[src/rtl/wuc_pkg.sv]
package wuc_pkg;

  typedef enum logic [1:0] {
    ACT_NONE  = 2'd0,
    ACT_WRITE = 2'd1,
    ACT_ERASE = 2'd2
  } wuc_act_e;

  // Reflected-binary code of a visiting step.
  function automatic logic [31:0] gray_of(input logic [31:0] v);
    return v ^ (v >> 1);
  endfunction

endpackage

[src/rtl/wuc_cell_bank.sv]
module wuc_cell_bank #(
  parameter int NUM_CELLS = 8,
  parameter int CELL_W    = 8
) (
  input  logic                          clk,
  input  logic                          rst_n,
  input  logic [NUM_CELLS-1:0]          wr_en_i,
  input  logic [CELL_W-1:0]             wr_data_i,
  input  logic                          erase_i,
  output logic [NUM_CELLS*CELL_W-1:0]   image_o
);

  logic wr_any;
  assign wr_any = |wr_en_i;

  for (genvar c = 0; c < NUM_CELLS; c++) begin : g_cell
    logic [CELL_W-1:0] cell_q;
    always_ff @(posedge clk or negedge rst_n) begin
      if (!rst_n)          cell_q <= '0;
      else if (erase_i)    cell_q <= '0;
      else if (wr_en_i[c]) cell_q <= wr_data_i;
    end
    assign image_o[c*CELL_W +: CELL_W] = cell_q;
  end

  // a write raises exactly one bit of the image
  assert_one_bit_step_R1: assert property (@(posedge clk) disable iff (!rst_n)
    (wr_any && !erase_i) |=> ($countones(image_o ^ $past(image_o)) == 1));

  // no bit falls without an erase
  assert_no_bit_clear_R1: assert property (@(posedge clk) disable iff (!rst_n)
    !erase_i |=> ((image_o & ~$past(image_o)) == image_o - $past(image_o)) || ((~image_o & $past(image_o)) == '0));

  // an erase leaves the bank blank
  assert_erase_blank_R6: assert property (@(posedge clk) disable iff (!rst_n)
    erase_i |=> (image_o == '0));

endmodule

[src/rtl/wuc_sequencer.sv]
module wuc_sequencer
  import wuc_pkg::*;
#(
  parameter int NUM_CELLS = 8,
  parameter int CELL_W    = 8,
  parameter int PEND_W    = 2
) (
  input  logic                          clk,
  input  logic                          rst_n,
  input  logic                          inc_i,
  input  logic [NUM_CELLS*CELL_W-1:0]   image_i,
  output logic [NUM_CELLS-1:0]          cmd_wr_en_o,
  output logic [CELL_W-1:0]             cmd_data_o,
  output logic                          cmd_erase_o,
  output logic [NUM_CELLS-1:0]          wr_en_o,
  output logic [CELL_W-1:0]             wr_data_o,
  output logic                          erase_o
);

  localparam int TOTAL_BITS = NUM_CELLS * CELL_W;
  localparam int IDX_W      = $clog2(NUM_CELLS);
  localparam int TOT_W      = $clog2(TOTAL_BITS + 1);
  localparam logic [PEND_W-1:0] PEND_MAX = '1;

  // Thermometer advance of one cell byte.
  function automatic logic [CELL_W-1:0] thermo_step(input logic [CELL_W-1:0] b);
    return {b[CELL_W-2:0], 1'b1};
  endfunction

  logic [TOT_W-1:0]  total;
  logic              full;
  logic [IDX_W-1:0]  step_idx;
  logic [IDX_W-1:0]  cell_sel;
  logic [CELL_W-1:0] old_byte;
  logic              owe_q;
  logic [PEND_W-1:0] pend_q;
  logic              have_req;
  logic              take;
  wuc_act_e          act;

  assign total    = TOT_W'($countones(image_i));
  assign full     = (total == TOT_W'(TOTAL_BITS));
  assign step_idx = IDX_W'(total / TOT_W'(CELL_W));
  assign cell_sel = IDX_W'(gray_of(32'(step_idx)));
  assign old_byte = image_i[cell_sel*CELL_W +: CELL_W];

  // An owed write after an erase goes first; then held strobes, then a fresh one.
  assign have_req = owe_q || (pend_q != '0) || inc_i;
  assign take     = have_req && !owe_q;

  always_comb begin
    act = ACT_NONE;
    if (have_req) act = full ? ACT_ERASE : ACT_WRITE;
  end

  assign cmd_erase_o = (act == ACT_ERASE);
  assign cmd_wr_en_o = (act == ACT_WRITE) ? (NUM_CELLS'(1) << cell_sel) : '0;
  assign cmd_data_o  = (act == ACT_WRITE) ? thermo_step(old_byte) : '0;

  always_ff @(posedge clk or negedge rst_n) begin
    if (!rst_n) begin
      owe_q     <= 1'b0;
      pend_q    <= '0;
      wr_en_o   <= '0;
      wr_data_o <= '0;
      erase_o   <= 1'b0;
    end else begin
      owe_q     <= cmd_erase_o;
      pend_q    <= pend_q + PEND_W'(inc_i) - PEND_W'(take);
      wr_en_o   <= cmd_wr_en_o;
      wr_data_o <= cmd_data_o;
      erase_o   <= cmd_erase_o;
    end
  end

  // at most one cell is written per cycle
  assert_one_cell_R5: assert property (@(posedge clk) disable iff (!rst_n)
    $onehot0(wr_en_o));

  // an erase cycle carries no write, and cell 0 is written next
  assert_erase_no_write_R6: assert property (@(posedge clk) disable iff (!rst_n)
    erase_o |-> (wr_en_o == '0));
  assert_owed_write_R6: assert property (@(posedge clk) disable iff (!rst_n)
    erase_o |=> (wr_en_o[0] && wr_data_o == CELL_W'(1)));

  // the hold register never wraps
  assert_no_pend_overflow_R8: assert property (@(posedge clk) disable iff (!rst_n)
    !(inc_i && !take && pend_q == PEND_MAX));

endmodule

[src/rtl/wuc_tally.sv]
module wuc_tally #(
  parameter int NUM_CELLS = 8,
  parameter int CELL_W    = 8,
  parameter int EPOCH_W   = 16
) (
  input  logic                                         clk,
  input  logic                                         rst_n,
  input  logic                                         erase_i,
  input  logic [NUM_CELLS*CELL_W-1:0]                  image_i,
  output logic [EPOCH_W+$clog2(NUM_CELLS*CELL_W)-1:0]  count_o
);

  localparam int TOTAL_BITS = NUM_CELLS * CELL_W;
  localparam int LOG_TOT    = $clog2(TOTAL_BITS);
  localparam int COUNT_W    = EPOCH_W + LOG_TOT;

  // Epoch scaled by bank capacity, plus raised bits.
  function automatic logic [COUNT_W-1:0] tally_of(input logic [EPOCH_W-1:0] ep,
                                                  input logic [NUM_CELLS*CELL_W-1:0] img);
    return {ep, LOG_TOT'(0)} + COUNT_W'($countones(img));
  endfunction

  logic [EPOCH_W-1:0] epoch_q;

  always_ff @(posedge clk or negedge rst_n) begin
    if (!rst_n)       epoch_q <= '0;
    else if (erase_i) epoch_q <= epoch_q + 1'b1;
  end

  assign count_o = tally_of(epoch_q, image_i);

  // the tally never steps backward
  assert_count_monotonic_R7: assert property (@(posedge clk) disable iff (!rst_n)
    !(&epoch_q) |=> (count_o >= $past(count_o)));

endmodule

[src/rtl/wear_unary_counter.sv]
module wear_unary_counter #(
  parameter int NUM_CELLS = 8,
  parameter int CELL_W    = 8,
  parameter int EPOCH_W   = 16,
  parameter int PEND_W    = 2
) (
  input  logic                                          clk,
  input  logic                                          rst_n,
  input  logic                                          inc_i,
  output logic [NUM_CELLS-1:0]                          wr_en_o,
  output logic [CELL_W-1:0]                             wr_data_o,
  output logic                                          erase_o,
  output logic [NUM_CELLS*CELL_W-1:0]                   image_o,
  output logic [EPOCH_W+$clog2(NUM_CELLS*CELL_W)-1:0]   count_o
);

  // Named internal command wires for the assertions.
  logic [NUM_CELLS-1:0] cmd_wr_en;
  logic [CELL_W-1:0]    cmd_data;
  logic                 cmd_erase;

  wuc_sequencer #(.NUM_CELLS(NUM_CELLS), .CELL_W(CELL_W), .PEND_W(PEND_W)) u_seq (
    .clk         (clk),
    .rst_n       (rst_n),
    .inc_i       (inc_i),
    .image_i     (image_o),
    .cmd_wr_en_o (cmd_wr_en),
    .cmd_data_o  (cmd_data),
    .cmd_erase_o (cmd_erase),
    .wr_en_o     (wr_en_o),
    .wr_data_o   (wr_data_o),
    .erase_o     (erase_o)
  );

  wuc_cell_bank #(.NUM_CELLS(NUM_CELLS), .CELL_W(CELL_W)) u_bank (
    .clk       (clk),
    .rst_n     (rst_n),
    .wr_en_i   (cmd_wr_en),
    .wr_data_i (cmd_data),
    .erase_i   (cmd_erase),
    .image_o   (image_o)
  );

  wuc_tally #(.NUM_CELLS(NUM_CELLS), .CELL_W(CELL_W), .EPOCH_W(EPOCH_W)) u_tally (
    .clk     (clk),
    .rst_n   (rst_n),
    .erase_i (cmd_erase),
    .image_i (image_o),
    .count_o (count_o)
  );

  // reset leaves no command pending
  assert_reset_quiet_R2: assert property (@(posedge clk) disable iff (!rst_n)
    $rose(rst_n) |-> (wr_en_o == '0 && !erase_o));

endmodule

[config.mk]
export PLATFORM = sky130hd
export DESIGN_NAME = wear_unary_counter
export DESIGN_NICKNAME = d
export VERILOG_FILES = /design/src/rtl/wuc_pkg.sv /design/src/rtl/wuc_cell_bank.sv /design/src/rtl/wuc_sequencer.sv /design/src/rtl/wuc_tally.sv /design/src/rtl/wear_unary_counter.sv
export SDC_FILE = /design/constraint.sdc
export NUM_CORES = 1
export LEC_CHECK = 0
export BUFFER_PORTS_ARGS = -buffer_cell sky130_fd_sc_hd__buf_2
export CORE_MARGIN = 1
export CORE_UTILIZATION = 55
export CTS_CLUSTER_SIZE = 10
export DETAILED_ROUTE_END_ITERATION = 8
export PLACE_DENSITY = 0.78
export SETUP_SLACK_MARGIN = 0.15
export SLEW_MARGIN = 20
export SYNTH_ARGS = -nofsm -noshare
export SYNTH_HDL_FRONTEND = slang
export SYNTH_SLANG_ARGS = --single-unit
[constraint.sdc]
create_clock -name clk -period 7.8 [get_ports clk]
set_input_delay 0 -clock clk [delete_from_list [all_inputs] [get_ports clk]]
set_output_delay 0 -clock clk [all_outputs]
set_load 0.01 [all_outputs]
======== After elaboration in Yosys (flattened, before gate mapping) ========
Index checks and enable logic that the tools add are counted.
operators by class
  multiplexer cells ....................... 20
  $add $sub $neg .......................... 67
  bitwise operators ....................... 1
  equality and inequality tests ........... 3
  reduce and logical (&&, ||, !) cells .... 13
  shift-type cells ........................ 2
operators by type and width
  operator               count
  $add 22x22->22         16
  $mux 8                 18
  $add 1x1->2            32
  $shiftx 64x7->7        1
  $add 2x2->3            16
  $reduce_bool 2->1      9
  $add 16x1->16 const B  1
  $shl 1x3->8 const A    1
  $eq 7x7->1 const B     1
  $mux 2                 2
  $xor 3x2->3            1
  $add 2x1->2            1
  $eq 2x1->1 const B     1
  $eq 2x2->1 const B     1
  $logic_or 1x1->1       2
  $sub 2x1->2            1
  $logic_and 1x1->1      1
  $logic_not 1->1        1
storage, ports and cells
  input port bits ......................... 3
  logic and storage cells ................. 119
  bits in registers ....................... 99

======== Longest topological paths before layout ========
Gate-level depths: netlist of run 1.
  word-level depth ........................ 13
  mapped depth ............................ 28
  mapped depth without buffers ............ 27

======== Hierarchy ========
From an unflattened synthesis of run 1, not the netlist that was laid out.
second synthesis, totals
  cells, all modules ...................... 781
  area, all modules ....................... 8349.3 µm²
modules (own cells, without submodules)
  module         cells each  area an instance (µm²)  times used
  wuc_sequencer  287         2937.8                  1
  wuc_tally      279         2720.1                  1
  wuc_cell_bank  215         2691.3                  1

======== Worst setup path before layout of run 1 ========
No wires, ideal clock.
  path kind ............................... register to register
  start ................................... register u_bank.g_cell[7].cell_q[6]
  end ..................................... register u_bank.g_cell[7].cell_q[1]
  buffers on the path ..................... 1
  slack ................................... 0.763 ns
  stages on the path, launching flop included .. 26
  data required time ...................... 7.675 ns
  period minus slack after synthesis ...... 7.037 ns
  arrival time ............................ 6.912 ns
  cell sequence ........................... dfrtp_1 > ha_1 > inv_1 > fa_1 > inv_1 > fa_1 > inv_1 > fa_1 > inv_1 > fa_1 > fa_1 > fa_1 > inv_1 > fa_1 > inv_1 > ha_1 > inv_1 > fa_1 > inv_1 > or4_1 > and3b_2 > nand3_2 > inv_2 > or2_1 > buf_2 > mux2_2
on the way
  word-level cells in the longest chain between the ends .. 13
RTL lines
  what                                                     RTL line             RTL
  from (decl)                                              wuc_cell_bank.sv:17  logic [CELL_W-1:0] cell_q;
  from (signal assigned)                                   wuc_cell_bank.sv:21  else if (wr_en_i[c]) cell_q <= wr_data_i;
  $add 1x1->2 (implied by the code) (*)                    wuc_sequencer.sv:41  assign total = TOT_W'($countones(image_i));
  $add 2x2->3 (*)                                          -
  $add 22x22->22 (implied by the code) (*)                 wuc_sequencer.sv:41
  $add 22x22->22 (*)                                       -
  $add 22x22->22 (implied by the code) (*) (2 in series)   wuc_sequencer.sv:41
  branches (longest 7 deep; another with $shiftx 64x7->7)  -
Mark *: on every way between the ends. The select of a mux whose other input is x is not followed.
A chain may end at the register's enable or synchronous reset.

======== Worst setup path after layout of run 1 ========
  start ................................... register u_bank.g_cell[7].cell_q[6]
  end ..................................... register u_bank.g_cell[7].cell_q[3]
The elaborated chain is that of the path after synthesis.

==> out/metrics.yaml, run 1 <==
cap_viol_max_count: 0
nets: 905
layout_common_cells: "104 x inv_1, 104 x buf_2, 99 x dfrtp_1"
critical_path_class: "flip-flop to flip-flop"
syn_avg_cell_area_sq_um: 10.82
remaining_drc_errors: 0
cp-end-kind: "flip-flop"
routed_wl_mm: 21.54
worst_slack_ps: 398.3
via_per_inst: 6.041
ys_seq_area_share_pct: 33.38
synth.net_count: 797
place_ws_ps: 290.1
syn_area_sq_um: 7421
finalCriticalPeriod_ps: 7402
setup_tns_ps: 0
ys_ff_latch: 99
syn-instance-count: 686
min_period_over_period_pct: 94.89
worst_pin_slew_ps: 946.4
area_growth_syn_to_layout_pct: 16.03
clk_latency_ps: 370
startpoint_type: "flip-flop"
clkTransAtPathRegs_ps: 80
drt_pass1_iterations: 5
first_global_vias: 5972
grt_max_degree: 76
synth-async-reset-ratio_pct: 100.0
hold_viol: 0
hold_path.class: "input pin to asynchronous set/reset pin"
antenna_found_initial: 1
cts_tree: "done"
clockBufferDepth: 2
outcome: "completed"
path_max_fanout: 11
synth_warnings: 0
diodes: 0
drt-initial-drc-count: 401
die-area_sq_um: 13960
rsz0062_at_grt: "true"
num_vias: 5890
synth_edf_count: 0
io_buffer_count: 105
core_area_sq_um: 13190
gp_congestion: 0.9544
synth_top_area_share_pct: 33.38
grt_first_pass_wirelength_mm: 33.38
drive_gt1_share_pct: 28.66
synthTopCellsByArea: "dfrtp_1 33%, fa_1 16%, ha_1 8.1%"
drtAntennaViolNets: 0
fp.dieH_um: 118.2
setup_viol: 0
maxSlewViolCount: 0
synth_flop_cell: "dfrtp_1"
cp.arrival_ps: 7710
cts_max_level: 3
relSlewSlack_pct: 36.91
ios: 106
dp.final_hpwl_mm: 16.35
clock-sinks: 99
start_util_pct: 56.26
fmax_mhz: 135.1
required_ps: 8110
cts_inserted_buffers: 9
gr-usage-all-layers_pct: 32.13
synth.distinct_cells: 81
finalClockSkew_ps: 5.026
clockRootBuffer: "clkbuf_16"
synth_largest_area_cell: "dfrtp_1"
fp.dieW_um: 118.2
row_count: 42
wl_per_cell_um: 22.09
grt_overflow: 0
-- cells in the mapped netlist (all sizes together) (2+ instances only) --
library cell	instances
inv	108
dfrtp	99
fa	60
ha	48
nand2	47
mux2	34
nor2	27
xnor2	23
o21ai	22
buf	20
nand3	14
xor2	13
nor3	12
a21o	10
clkbuf	9
nand2b	9
and2	8
o221a	8
a21oi	7
nand4	7
o221ai	7
o22ai	7
o31ai	7
mux2i	6
o2bb2ai	6
or2	6
a311oi	5
and3	5
or3	5
a211oi	4
a2bb2oi	4
a2111oi	3
a221oi	3
a31oi	3
o21bai	3
a2111o	2
a22oi	2
a32oi	2
mux4	2
nor4	2
o21a	2
or4	2
-- kinds of logic after synthesis --
family	count (synthesis)	share of synthesized area [%]
flops	99	33.38
fa+ha+maj	108	24.28
simple gates	150	10.32
buf+inv	137	7.688
compound gates	114	13.30
xor+xnor	36	4.350
mux	42	6.677
-- final cells by class --
type,instances,area [sq um]
Fill cell,1034,4579
Multi-Input combinational cell,450,4498
Sequential cell,99,2477
Timing Repair Buffer,126,703.2
Inverter,108,411.6
Clock buffer,9,225.2
Tap cell,176,220.2
Clock inverter,7,75.07
-- registers in the layout, summed over array words and instances (netlist names) --
register	cells
u_bank.g_cell.cell_q	64
u_seq.wr_data_o	8
u_tally.epoch_q	16
u_seq.pend_q	2
u_seq.wr_en_o	8
u_seq.owe_q	1
-- critical path, stage by stage, from the launching register on --
cell and delay (ps):
dfrtp_1 410, ha_1 290, inv_1 50, fa_1 520, inv_1 50, fa_1 520, inv_1 50, fa_1 530
inv_1 60, fa_1 440, fa_1 500, fa_1 550, inv_1 70, fa_1 480, inv_1 70, ha_1 220
inv_1 70, fa_1 470, xor2_1 350, buf_4 210, or2_2 310, a2bb2oi_2 460, o221a_2 440, mux2_2 200
-- per-stage QoR --
step	hold WS [ps]	cell area, sq um	instances	util [%]
6_report	97.11	8611	975	65.28
5_1_grt	133.0	8611	975	65.28
4_1_cts	101.3	8463	972	64.16
3_5_place_dp	-63.66	8138	954	61.70
3_3_place_gp	-70.64	8138	954	61.70
2_1_floorplan	-295.6	7421	686	-
-- path summary, 6_finish.rpt --
| check | startpoint | to | slack, ps | cells past startpoint |
|---|---|---|---|---|
| worst max-delay path | u_bank.g_cell[7].cell_q[6] | u_bank.g_cell[7].cell_q[3] | 400 | 23 |
| worst min-delay path | rst_n | u_bank.g_cell[7].cell_q[6] | 100 | 2 |
| max in group asynchronous | rst_n | u_bank.g_cell[7].cell_q[2] | 6450 | 3 |
| min in group clk | inc_i | u_seq.pend_q[0] | 500 | 3 |
| worst max register to register | u_bank.g_cell[7].cell_q[6] | u_bank.g_cell[7].cell_q[3] | 400 | 23 |
| worst min register to register | u_tally.epoch_q[15] | u_tally.epoch_q[15] | 510 | 1 |
-- layer usage --
layer	global-route usage (%)	wire length [um]	vias to the layer above
met5	0	9	-
met1	41.92	8393	2961
met2	50.18	10240	311
li1	-	-	2547
met4	16.27	845	2
met3	7.722	2045	69
-- what timing repair did --
action,4_1_cts,5_1_grt
pin swaps,0,3
hold buffers,2,0
buffers inserted,0,3
resized for setup,1,19
setup endpoints to repair,2,46
hold endpoints to repair,25,0
Power of run 1 is left out: the tool's default activity adds up to more than one toggle a clock period on the data nets, which glitch-free logic cannot reach.
==> run 2: changes to the inputs <==
--- a/config.mk
+++ b/config.mk
@@ -7,10 +7,10 @@
 export LEC_CHECK = 0
 export BUFFER_PORTS_ARGS = -buffer_cell sky130_fd_sc_hd__buf_2
 export CORE_MARGIN = 1
-export CORE_UTILIZATION = 55
+export CORE_UTILIZATION = 63
 export CTS_CLUSTER_SIZE = 10
 export DETAILED_ROUTE_END_ITERATION = 8
-export PLACE_DENSITY = 0.78
+export PLACE_DENSITY = 0.88
 export SETUP_SLACK_MARGIN = 0.15
 export SLEW_MARGIN = 20
 export SYNTH_ARGS = -nofsm -noshare
==> constraint.sdc (replaced) <==
create_clock -name clk -period 9.2 [get_ports clk]
set_input_delay 0 -clock clk [delete_from_list [all_inputs] [get_ports clk]]
set_output_delay 0 -clock clk [all_outputs]
set_load 0.01 [all_outputs]
==> out/metrics.yaml, run 2 (same netlist as run 1, synthesis figures left out) <==
core_area_sq_um: 11470
worst_pin_slew_ps: 972.0
worstReg2RegStart: "u_bank.g_cell[3].cell_q[5]"
grt_overflow: 0
startpoint_type: "flip-flop"
first_global_vias: 6064
clock-sinks: 99
clk_latency_ps: 360
io_buffer_count: 105
clockBufferDepth: 2
reg2regPathDepth: 22
ios: 106
drtAntennaViolNets: 0
regMostFlops: "u_bank.g_cell.cell_q"
drt_pass1_iterations: 5
stdcell_area_sq_um: 8329
outcome: "completed"
grt_max_degree: 70
fp.dieW_um: 110.5
dp.final_hpwl_mm: 15.35
gr-max-usage-layer: "met2"
grt_use_met2_pct: 57.47
clkTransAtPathRegs_ps: 70
setup_viol: 0
nets: 890
largest_registers: "u_bank.g_cell.cell_q (64), u_tally.epoch_q (16)"
drt-initial-drc-count: 488
path_max_fanout: 15
grt_first_pass_wirelength_mm: 33.40
area_growth_syn_to_layout_pct: 12.24
start_util_pct: 64.71
rsz0062_at_grt: "false"
via_per_inst: 6.368
layout_common_cells: "104 x inv_1, 104 x buf_2, 99 x dfrtp_1"
placed_area_sq_um: 8006
cts_tree: "done"
startpoint: "u_bank.g_cell[3].cell_q[5]"
min_period_over_period_pct: 86.91
cts_inserted_buffers: 9
cp-end-kind: "flip-flop"
routed_wl_mm: 20.44
largest_reg_flops: 64
fp.dieH_um: 110.5
wl_per_cell_um: 22.05
finalCriticalPeriod_ps: 7996
clockRootBuffer: "clkbuf_16"
drive_gt1_share_pct: 25.64
diodes: 0
row_count: 39
cap_viol_max_count: 0
relSlewSlack_pct: 35.08
remaining_drc_errors: 0
setup_tns_ps: 0
cts_max_level: 3
critical_path_class: "flip-flop to flip-flop"
worst_slack_ps: 1204
maxSlewViolCount: 0
gp_congestion: 0.9567
ctsResizeCount: 0
hold_path.class: "input pin to asynchronous set/reset pin"
hold_viol: 0
use_met1_pct: 46.37
antenna_found_initial: 0
gr-usage-all-layers_pct: 35.78
fmax_mhz: 125.1
num_vias: 5903
die-area_sq_um: 12220
finalClockSkew_ps: 8.779
cp.arrival_ps: 8240
place_ws_ps: 1378
required_ps: 9440
grtUsageMet3_pct: 7.025
## run 2: changes by cell type in the layout (fill, tap and decap cells not counted), sizes merged
| cell | previous run | this run |
|---|---|---|
| buf | 124 | 109 |
| clkinvlp | 3 | 1 |
| bufinv | 0 | 1 |
| clkbuf | 9 | 10 |
| clkinv | 3 | 2 |
| inv | 109 | 110 |
## run 2: worst paths after layout
check	slack [ps]	to
setup / recovery	1200	u_bank.g_cell[7].cell_q[2]
hold reg to reg	500	u_tally.epoch_q[15]
hold / removal	110	u_bank.g_cell[0].cell_q[6]
setup reg to reg	1200	u_bank.g_cell[7].cell_q[2]
min in group clk	480	u_seq.pend_q[0]
max in group asynchronous	7880	u_bank.g_cell[7].cell_q[6]
## run 2: cell type report
| cell class | instances | area [sq um] |
|---|---|---|
| multi-input combinational | 450 | 4382 |
| fill | 758 | 3138 |
| clock buffer | 10 | 229.0 |
| clock inverter | 6 | 73.82 |
| sequential | 99 | 2477 |
| inverter | 108 | 410.4 |
| timing repair buffer | 111 | 578.1 |
| tap | 143 | 178.9 |
## run 2: worst max-delay path, cell delays in order, from the launching register on
cell,delay (ps)
dfrtp_1,460
ha_1,360
fa_1,480
fa_1,600
inv_1,80
fa_1,500
fa_1,520
inv_1,60
fa_1,460
fa_1,540
inv_1,60
fa_1,480
inv_1,80
ha_1,240
inv_1,80
fa_1,480
inv_1,40
or4_1,570
and3b_2,340
nand3_2,320
inv_2,310
or2_1,390
mux2_2,390
## run 2: stage by stage
stage | instances | util [%] | hold slack, ps
finish | 927 | 72.64 | 105.6
global route | 927 | 72.64 | 159.4
floorplan | 686 | - | -295.6
global placement | 909 | 69.82 | -48.51
CTS | 927 | 72.64 | 125.5
detailed placement | 909 | 69.82 | -43.34
## run 2: repair_timing
action | in CTS | in global routing
endpoints found under the hold margin | 31 | 0
hold buffers | 2 | 0
buffers inserted | 0 | 0
## run 2: per-layer routing
| layer | share of wire, % | wire length (um) | vias to the layer above |
|---|---|---|---|
| li1 | - | - | 2530 |
| met1 | 38 | 7768 | 2957 |
| met2 | 49 | 9934 | 331 |
| met3 | 8.6 | 1766 | 85 |
| met4 | 4.7 | 969 | 0 |
| met5 | 0 | 0 | - |
Power of run 2 is left out for the same reason.
